## src/rtl/tlb_xlate.sv

```systemverilog
module tlb_xlate #(
  parameter int AW         = 32,
  parameter int OFF_W      = 7,
  parameter int TLB_N      = 4,
  parameter int PT_N       = 8,
  parameter int PPN_W      = 8,
  parameter int PHYS_PAGES = 32,
  localparam int VPN_W = AW - OFF_W,
  localparam int TI_W  = $clog2(TLB_N),
  localparam int PI_W  = $clog2(PT_N),
  localparam int IDX_W = (TI_W > PI_W) ? TI_W : PI_W,
  localparam int SZ_W  = $clog2(PT_N + 1)
) (
  input  logic             clk,
  input  logic             rst_n,
  input  logic             use_tlb,
  input  logic [SZ_W-1:0]  pt_size,
  input  logic             req_valid,
  input  logic [AW-1:0]    req_addr,
  input  logic [1:0]       req_size,
  input  logic             req_write,
  output logic             rsp_valid,
  output logic [2:0]       rsp_exc,
  output logic [AW-1:0]    rsp_paddr,
  output logic [AW-1:0]    bad_vaddr,
  input  logic             wr_en,
  input  logic             wr_tlb,
  input  logic [IDX_W-1:0] wr_idx,
  input  logic [VPN_W-1:0] wr_vpn,
  input  logic [PPN_W-1:0] wr_ppn,
  input  logic             wr_valid,
  input  logic             wr_ro,
  input  logic             wr_use,
  input  logic             wr_dirty,
  input  logic             rd_tlb,
  input  logic [IDX_W-1:0] rd_idx,
  output logic [VPN_W-1:0] rd_vpn,
  output logic [PPN_W-1:0] rd_ppn,
  output logic             rd_valid,
  output logic             rd_ro,
  output logic             rd_use,
  output logic             rd_dirty
);
  localparam logic [2:0] EXC_NONE = 3'd0, EXC_PF = 3'd2, EXC_RO = 3'd3,
                         EXC_BUS = 3'd4, EXC_ADDR = 3'd5;

  logic [VPN_W-1:0] t_vpn [TLB_N];
  logic [PPN_W-1:0] t_ppn [TLB_N];
  logic [TLB_N-1:0] t_v, t_ro, t_u, t_d;
  logic [PPN_W-1:0] p_ppn [PT_N];
  logic [PT_N-1:0]  p_v, p_ro, p_u, p_d;

  wire [VPN_W-1:0] vpn  = req_addr[AW-1:OFF_W];
  wire [PI_W-1:0]  pidx = vpn[PI_W-1:0];

  wire misalign = (req_size == 2'd1 && req_addr[0]) ||
                  (req_size == 2'd2 && req_addr[1:0] != 2'b00) ||
                  (req_size == 2'd3);
  wire in_range = (vpn < VPN_W'(pt_size)) && (vpn < VPN_W'(PT_N));

  logic            hit;
  logic [TI_W-1:0] hidx;
  always_comb begin
    hit  = 1'b0;
    hidx = '0;
    for (int i = TLB_N - 1; i >= 0; i--)
      if (t_v[i] && t_vpn[i] == vpn) begin
        hit  = 1'b1;
        hidx = TI_W'(i);
      end
  end

  wire             found   = use_tlb ? hit : p_v[pidx];
  wire             sel_ro  = use_tlb ? t_ro[hidx] : p_ro[pidx];
  wire [PPN_W-1:0] sel_ppn = use_tlb ? t_ppn[hidx] : p_ppn[pidx];

  logic [2:0] exc;
  always_comb begin
    if (misalign)                        exc = EXC_ADDR;
    else if (!use_tlb && !in_range)      exc = EXC_ADDR;
    else if (!found)                     exc = EXC_PF;
    else if (req_write && sel_ro)        exc = EXC_RO;
    else if (sel_ppn >= PPN_W'(PHYS_PAGES)) exc = EXC_BUS;
    else                                 exc = EXC_NONE;
  end

  wire [AW-1:0] paddr = {{(AW-PPN_W-OFF_W){1'b0}}, sel_ppn, req_addr[OFF_W-1:0]};

  always_ff @(posedge clk or negedge rst_n) begin
    if (!rst_n) begin
      rsp_valid <= 1'b0;
      rsp_exc   <= EXC_NONE;
      rsp_paddr <= '0;
      bad_vaddr <= '0;
      t_v <= '0; t_ro <= '0; t_u <= '0; t_d <= '0;
      p_v <= '0; p_ro <= '0; p_u <= '0; p_d <= '0;
      for (int i = 0; i < TLB_N; i++) begin
        t_vpn[i] <= '0;
        t_ppn[i] <= '0;
      end
      for (int i = 0; i < PT_N; i++) p_ppn[i] <= '0;
    end else begin
      rsp_valid <= req_valid;
      if (req_valid) begin
        rsp_exc   <= exc;
        rsp_paddr <= (exc == EXC_NONE) ? paddr : '0;
        if (exc != EXC_NONE) bad_vaddr <= req_addr;
        else if (use_tlb) begin
          t_u[hidx] <= 1'b1;
          if (req_write) t_d[hidx] <= 1'b1;
        end else begin
          p_u[pidx] <= 1'b1;
          if (req_write) p_d[pidx] <= 1'b1;
        end
      end
      if (wr_en) begin
        if (wr_tlb) begin
          t_vpn[wr_idx[TI_W-1:0]] <= wr_vpn;
          t_ppn[wr_idx[TI_W-1:0]] <= wr_ppn;
          t_v[wr_idx[TI_W-1:0]]   <= wr_valid;
          t_ro[wr_idx[TI_W-1:0]]  <= wr_ro;
          t_u[wr_idx[TI_W-1:0]]   <= wr_use;
          t_d[wr_idx[TI_W-1:0]]   <= wr_dirty;
        end else begin
          p_ppn[wr_idx[PI_W-1:0]] <= wr_ppn;
          p_v[wr_idx[PI_W-1:0]]   <= wr_valid;
          p_ro[wr_idx[PI_W-1:0]]  <= wr_ro;
          p_u[wr_idx[PI_W-1:0]]   <= wr_use;
          p_d[wr_idx[PI_W-1:0]]   <= wr_dirty;
        end
      end
    end
  end

  wire [TI_W-1:0] rti = rd_idx[TI_W-1:0];
  wire [PI_W-1:0] rpi = rd_idx[PI_W-1:0];
  assign rd_vpn   = rd_tlb ? t_vpn[rti] : '0;
  assign rd_ppn   = rd_tlb ? t_ppn[rti] : p_ppn[rpi];
  assign rd_valid = rd_tlb ? t_v[rti]   : p_v[rpi];
  assign rd_ro    = rd_tlb ? t_ro[rti]  : p_ro[rpi];
  assign rd_use   = rd_tlb ? t_u[rti]   : p_u[rpi];
  assign rd_dirty = rd_tlb ? t_d[rti]   : p_d[rpi];
endmodule


```

## config.mk

```make
export PLATFORM = sky130hd
export DESIGN_NAME = tlb_xlate
export DESIGN_NICKNAME = d
export VERILOG_FILES = /design/src/rtl/tlb_xlate.sv
export SDC_FILE = /design/constraint.sdc
export NUM_CORES = 1
export LEC_CHECK = 0
export BUFFER_PORTS_ARGS = -buffer_cell sky130_fd_sc_hd__buf_2
export CAP_MARGIN = 20
export CORE_MARGIN = 10
export CORE_UTILIZATION = 64
export DETAILED_ROUTE_END_ITERATION = 8
export PLACE_DENSITY = 0.87
export RECOVER_POWER = 25
export SLEW_MARGIN = 10
export SYNTH_ARGS = -nofsm -noshare
export SYNTH_HDL_FRONTEND = slang
export SYNTH_SLANG_ARGS = --single-unit
export TNS_END_PERCENT = 50
```

## constraint.sdc

```tcl
create_clock -name clk -period 8.7 [get_ports clk]
set_input_delay 0 -clock clk [delete_from_list [all_inputs] [get_ports clk]]
set_output_delay 0 -clock clk [all_outputs]
set_load 0.01 [all_outputs]
```

======== After elaboration in Yosys (flattened, before gate mapping) ========
Cells that the tools add are included.
word-level totals
  bits in registers ....................... 312
  word-level logic and storage cells ...... 199
  output and inout port bits .............. 105
  bits of input ports ..................... 89
cells by class
  bitwise operators ....................... 11
  order comparisons ....................... 21
  reduce and logical (&&, ||, !) cells .... 25
  eq/ne operators ......................... 7
  muxes and demuxes ....................... 107
operators with widths
  cell                   count
  $mux W8                23
  $bwmux W100            1
  $eq A25 B25 Y1         4
  $mux W25               4
  $bwmux W64             1
  $bmux W25 S2           1
  $demux W25 S2          1
  $bmux W8 S3            2
  $mux W4                11
  $bmux W8 S2            2
  $bwmux W32             1
  $bwmux W8              4
  $lt A25 B4 Y1          1
  $lt A25 B4 Y1 const B  1
  $mux W1                25
  $demux W8 S3           1
  $bmux W1 S3            6
  $bwmux W4              4
  $demux W8 S2           1
  $or A8 B8 Y8           2
  $logic_and A1 B1 Y1    15
  $mux W15               1
  $mux W3                5
  $ge A4 B4 Y1 const B   3
  24 further kinds       51

======== Depth between registers and ports, before layout ========
  word-level depth ........................ 23
  mapped depth ............................ 13

======== Least setup slack after synthesis ========
OpenSTA, ideal clock, no wires.
  path kind ............................... register to register
  from .................................... register t_vpn[34] in the netlist's numbering
  to ...................................... register bad_vaddr[10]
  library setup time ...................... 125 ps
  buffers on the path ..................... 2
  setup slack ............................. 5,474 ps
  cell stages (with the launch flop) ...... 12
  period minus slack after synthesis ...... 3,226 ps
  required time ........................... 8,575 ps
  arrival time ............................ 3,100 ps
  cells stage by stage .................... dfrtp_1 > xnor2_1 > nand4_1 > or4_1 > or3_4 > a2111oi_4 > o31ai_1 > nor4b_4 > nor2b_2 > buf_6 > buf_6 > mux2_4
between the ends
  word-level cells in the longest chain between the ends .. 18
  elaborated cells between the ends (all ways) .. 26
  those cells by class .................... order compare (1); eq/ne (1); mux (19); bitwise (1); reduce/logical (4)
ends and longest elaborated chain
  what                                        line  source
  start: declaration                          47    logic [VPN_W-1:0] t_vpn [TLB_N];
  start signal: indexed assignment            118   t_vpn[wr_idx[TI_W-1:0]] <= wr_vpn;
  $eq A25 B25 Y1 *                            67    if (t_v[i] && t_vpn[i] == vpn) begin
  $logic_and A1 B1 Y1 *                       67
  $mux W2 (3 in a row)                        67
  $not A2 Y3 (not written as such)            75    wire [PPN_W-1:0] sel_ppn = use_tlb ? t_ppn[hidx] : p_ppn[pidx];
  $bmux W8 S2                                 75
  $mux W8 (not written as such) (2 in a row)  75
  $mux W8                                     75
  $ge A8 B6 Y1                                83    else if (sel_ppn >= PPN_W'(PHYS_PAGES)) exc = EXC_BUS;
  $mux W3                                     83
  $mux W3                                     82    else if (req_write && sel_ro) exc = EXC_RO;
  $mux W3 *                                   81    else if (!found) exc = EXC_PF;
  $mux W3 *                                   80    else if (!use_tlb && !in_range) exc = EXC_ADDR;
  $mux W3 *                                   79    if (misalign) exc = EXC_ADDR;
  $reduce_bool A3 Y1 *                        107   if (exc != EXC_NONE) bad_vaddr <= req_addr;
  $reduce_and A2 Y1 (no line) *               --
  end signal: assignment                      107
  end: declaration                            25    output logic [AW-1:0] bad_vaddr,
Every way passes the cells marked *; elsewhere a longest branch is shown, timed or not. The select of a mux whose other input is x is not followed.
A chain may end at the register's enable or synchronous reset.

======== Worst setup path in the final report ========
  from .................................... register t_vpn[82] in the netlist's numbering
  to ...................................... register bad_vaddr[31]
between the ends
  word-level cells in the longest chain between the ends .. 16
  elaborated cells between the ends (all ways) .. 22
  those cells by class .................... order compare (1); eq/ne (1); mux (15); bitwise (1); reduce/logical (4)
ends and longest elaborated chain
  what                                        line
  $eq A25 B25 Y1 *                            67
  $logic_and A1 B1 Y1 *                       67
  $mux W2                                     67
  $not A2 Y3 (not written as such)            75
  $bmux W8 S2                                 75
  $mux W8 (not written as such) (2 in a row)  75
  $mux W8                                     75
  $ge A8 B6 Y1                                83
  $mux W3                                     83
  $mux W3                                     82
  $mux W3 *                                   81
  $mux W3 *                                   80
  $mux W3 *                                   79
  $reduce_bool A3 Y1 *                        107
  $reduce_and A2 Y1 (no line) *               --
Marked as above.

==> flow_summary.toml <==
[clock_tree]
numClockSinks = 295
clk_pin_slew_worst_paths_ns = 0.06
root_buffer = "clkbuf_16"
clk_latency_ns = 0.58
post_cts_buffers = 0
cts_made_buffers = 31
htreeDepth = 1
cts_tree = "done"
clockBufferDepth = 3

[power]
seqPwrFrac = 0.442
power_mw = 4.284
power.net_switching_mw = 1.311
switching_share = 0.3061
p_int_mw = 2.973
power_leakage_nw = 8.116
comb_power_share = 0.245
cellPowerDensity_nw_per_um2 = 229.4
ir_worst_vdd_v = 0.0001935
clockPowerShare = 0.313

[sta]
worst_pin_slew_ns = 2.034
fin_crit_sh = 0.5287
finalSetupViolCount = 0
skew_ns = 0.03302
fmax_mhz = 217.4
slew_viol_final = 49
fin_crit_ns = 4.600
fin_setup_tns_ns = 0
rsz0062_at_grt = "false"
slew_headroom = -0.3560
final_hold_viol_count = 0

[synthesis]
ys_warn_count = 0
synth-seq-cells = 295
syn_avg_cell_area_um2 = 12.09
synth_cell_types = 57
synthCells = 1329
seq_area_frac_synth = 0.4595
netlist_area_um2 = 16070
synth_ff_type = "dfrtp_1"
synth_edf_count = 0
ys_async_sr_fraction = 1.000

[route]
first_pass_iters = 6
wl_met1_mm = 17.96
vias = 12528
top_layer_used = "met4"
wl_per_cell_um = 26.85
drt-initial-drc-count = 1654
wl_met2_mm = 23.96
wl_met3_mm = 5.941
totalWireLength_mm = 49.92
detail-route-antenna-nets = 0
via_per_inst = 6.739
drc = 0

[placed_design]
gp_congestion = 0.9849
place_inst = 1728
numPortBuffers = 176
dp_hpwl_mm = 31.55

[final_layout]
syn_to_final_growth_pct = 16.24
fin_nets = 1605
fin_cells = 1859
drive_gt1_frac = 0.3383

[run_status]
violations = "max-capacitance violations, max-slew violations"
status = "finished with violations"

[worst_setup_path]
worstPathArrival_ns = 5.04
critPathMaxFanout = 37
crit_required_ns = 9.14
cp_top_family = "simple AND/OR/NAND/NOR gates"
critical_path.max_stage_delay_ns = 0.78
cp-startpoint = "t_vpn[82]"
crit_top_cell = "buf_4"
cpMaxStageDelayCell = "nor4_1"
worstSetupPathType = "register to register"
path_buf_inv = 2
crit_chain = "xnor2_1 > nand4_1 > nor4_1 > a211o_1 > o221ai_1 > o31ai_1 > nor4b_4 > buf_4 > nor2b_4 > buf_4 > mux2_2"
cp-start-kind = "register"
reg2reg_from = "t_vpn[82]"
crit_path_end_kind = "register"

[floorplan]
die-height_um = 178.4
io_pins = 194
core_um2 = 24530
initial_core_util = 0.6548
fp.dieW_um = 178.4
die-area_um2 = 31840
rows = 57

[grt]
grtUsageTotal = 0.3107
grt_pass1_vias = 12946
grt_pass1_wl_mm = 76.96
antenna_found_initial = 1
grt_overflow = 0
grt_max_degree = 165

[job]
maxCapViolCount = 1

[hold_path]
min_from = "wr_en"
hold_class = "input port to register"
[worst reg2reg max path: stages (launching register included)]
cell      delay, ns
dfrtp_1        0.41
xnor2_1        0.34
nand4_1        0.19
nor4_1         0.78
a211o_1        0.38
o221ai_1       0.18
o31ai_1        0.50
nor4b_4        0.08
buf_4          0.27
nor2b_4        0.43
buf_4          0.50
mux2_2         0.41
[final timing paths]
check / cells past startpoint / slack, ns / to
max reg2reg: 11 / 4.10 / bad_vaddr[31]
min in group asynchronous: 2 / 0.11 / t_vpn[8]
min reg2reg: 1 / 0.50 / rsp_paddr[12]
max in group asynchronous: 3 / 7.14 / t_ppn[11]
min: 4 / 0.05 / p_d[4]
max: 11 / 4.10 / bad_vaddr[31]
[layout by cell type, fill, tap and decap left out, types with 20 or more instances in the layout]
cell and n:
dfrtp_1 295, nand3_1 20, xnor2_1 65, clkbuf_1 44
mux2i_1 20, and2_1 29, xor2_1 36, nand2_1 132
mux2_4 30, buf_2 140, a21oi_1 35, mux4_2 79
clkbuf_16 31, dlygate4sd3_1 76, o21ai_0 36, inv_1 23
nor2_1 40, nand4_1 30, nor4_1 22, mux2_2 195
[registers in the layout, indices dropped and copies added (netlist names)]
name	count
bad_vaddr	32
p_ro	8
t_ppn	32
t_d	4
p_u	8
rsp_exc	3
p_v	8
t_vpn	100
rsp_paddr	15
rsp_valid	1
t_ro	4
p_d	8
p_ppn	64
t_u	4
t_v	4
[metrics by stage]
stage	util	hold WS, ns	cell area (µm²)	setup WS [ns]
4_1_cts	0.7630	0.02620	18720	4.269
5_1_grt	0.7612	0.08899	18670	4.026
3_5_place_dp	0.6907	0.1786	16950	4.137
2_1_floorplan	-	-0.2956	16130	5.474
6_report	0.7612	0.05382	18670	4.100
3_3_place_gp	0.6907	0.1752	16950	4.312
[repair_timing]
action | CTS | global route
hold buffers | 76 | 0
endpoints found under the hold margin | 413 | 0
resized for setup | 0 | 0
[cells in the mapped netlist, drive strengths merged (23+ instances only)]
master / count / share of area
nand4: 30 / 0.012
mux4: 79 / 0.11
and2: 29 / 0.011
xor2: 36 / 0.020
nand2: 132 / 0.031
inv: 23 / 0.0054
xnor2: 65 / 0.035
clkbuf: 81 / 0.019
o21ai: 38 / 0.012
dfrtp: 295 / 0.46
nor2: 40 / 0.0093
mux2: 227 / 0.17
buf: 50 / 0.019
a21oi: 35 / 0.011
[cell families (layout without fill, tap and decap cells)]
kind of cell    count (synthesis)  in the layout  synth area share
mux                           326            326            0.2893
compound gates                121            121           0.04946
buf+inv                       154            343           0.04361
flops                         295            295            0.4595
xor+xnor                      101            101           0.05506
simple gates                  328            328            0.1005
fa+ha+maj                       3              3          0.002337
other cells                     1             18         0.0002334
[final cells by class]
class	instances	area, µm²
fill	1524	5859
multi-input combinational	896	8060
timing repair buffer	266	1725
clock inverter	5	78.83
inverter	23	86.33
sequential	295	7382
clock buffer	49	933.4
tap	324	405.4
antenna	1	2.502
[layer usage]
layer	global-route usage	vias to the layer above
met5	0	-
met4	0.1264	0
met3	0.07949	174
met2	0.5027	937
met1	0.3928	6291
li1	-	5126
[power groups by stage]
stage	Combinational [mW]	Clock, mW	Sequential [mW]
2_1_floorplan	0.692	0	1.82
3_3_place_gp	0.942	0	1.86
3_5_place_dp	0.971	0	1.88
4_1_cts	1.02	1.34	1.87
5_1_grt	1.11	1.41	1.91
6_report	1.05	1.34	1.89
(Power assumes the default switching activity.)
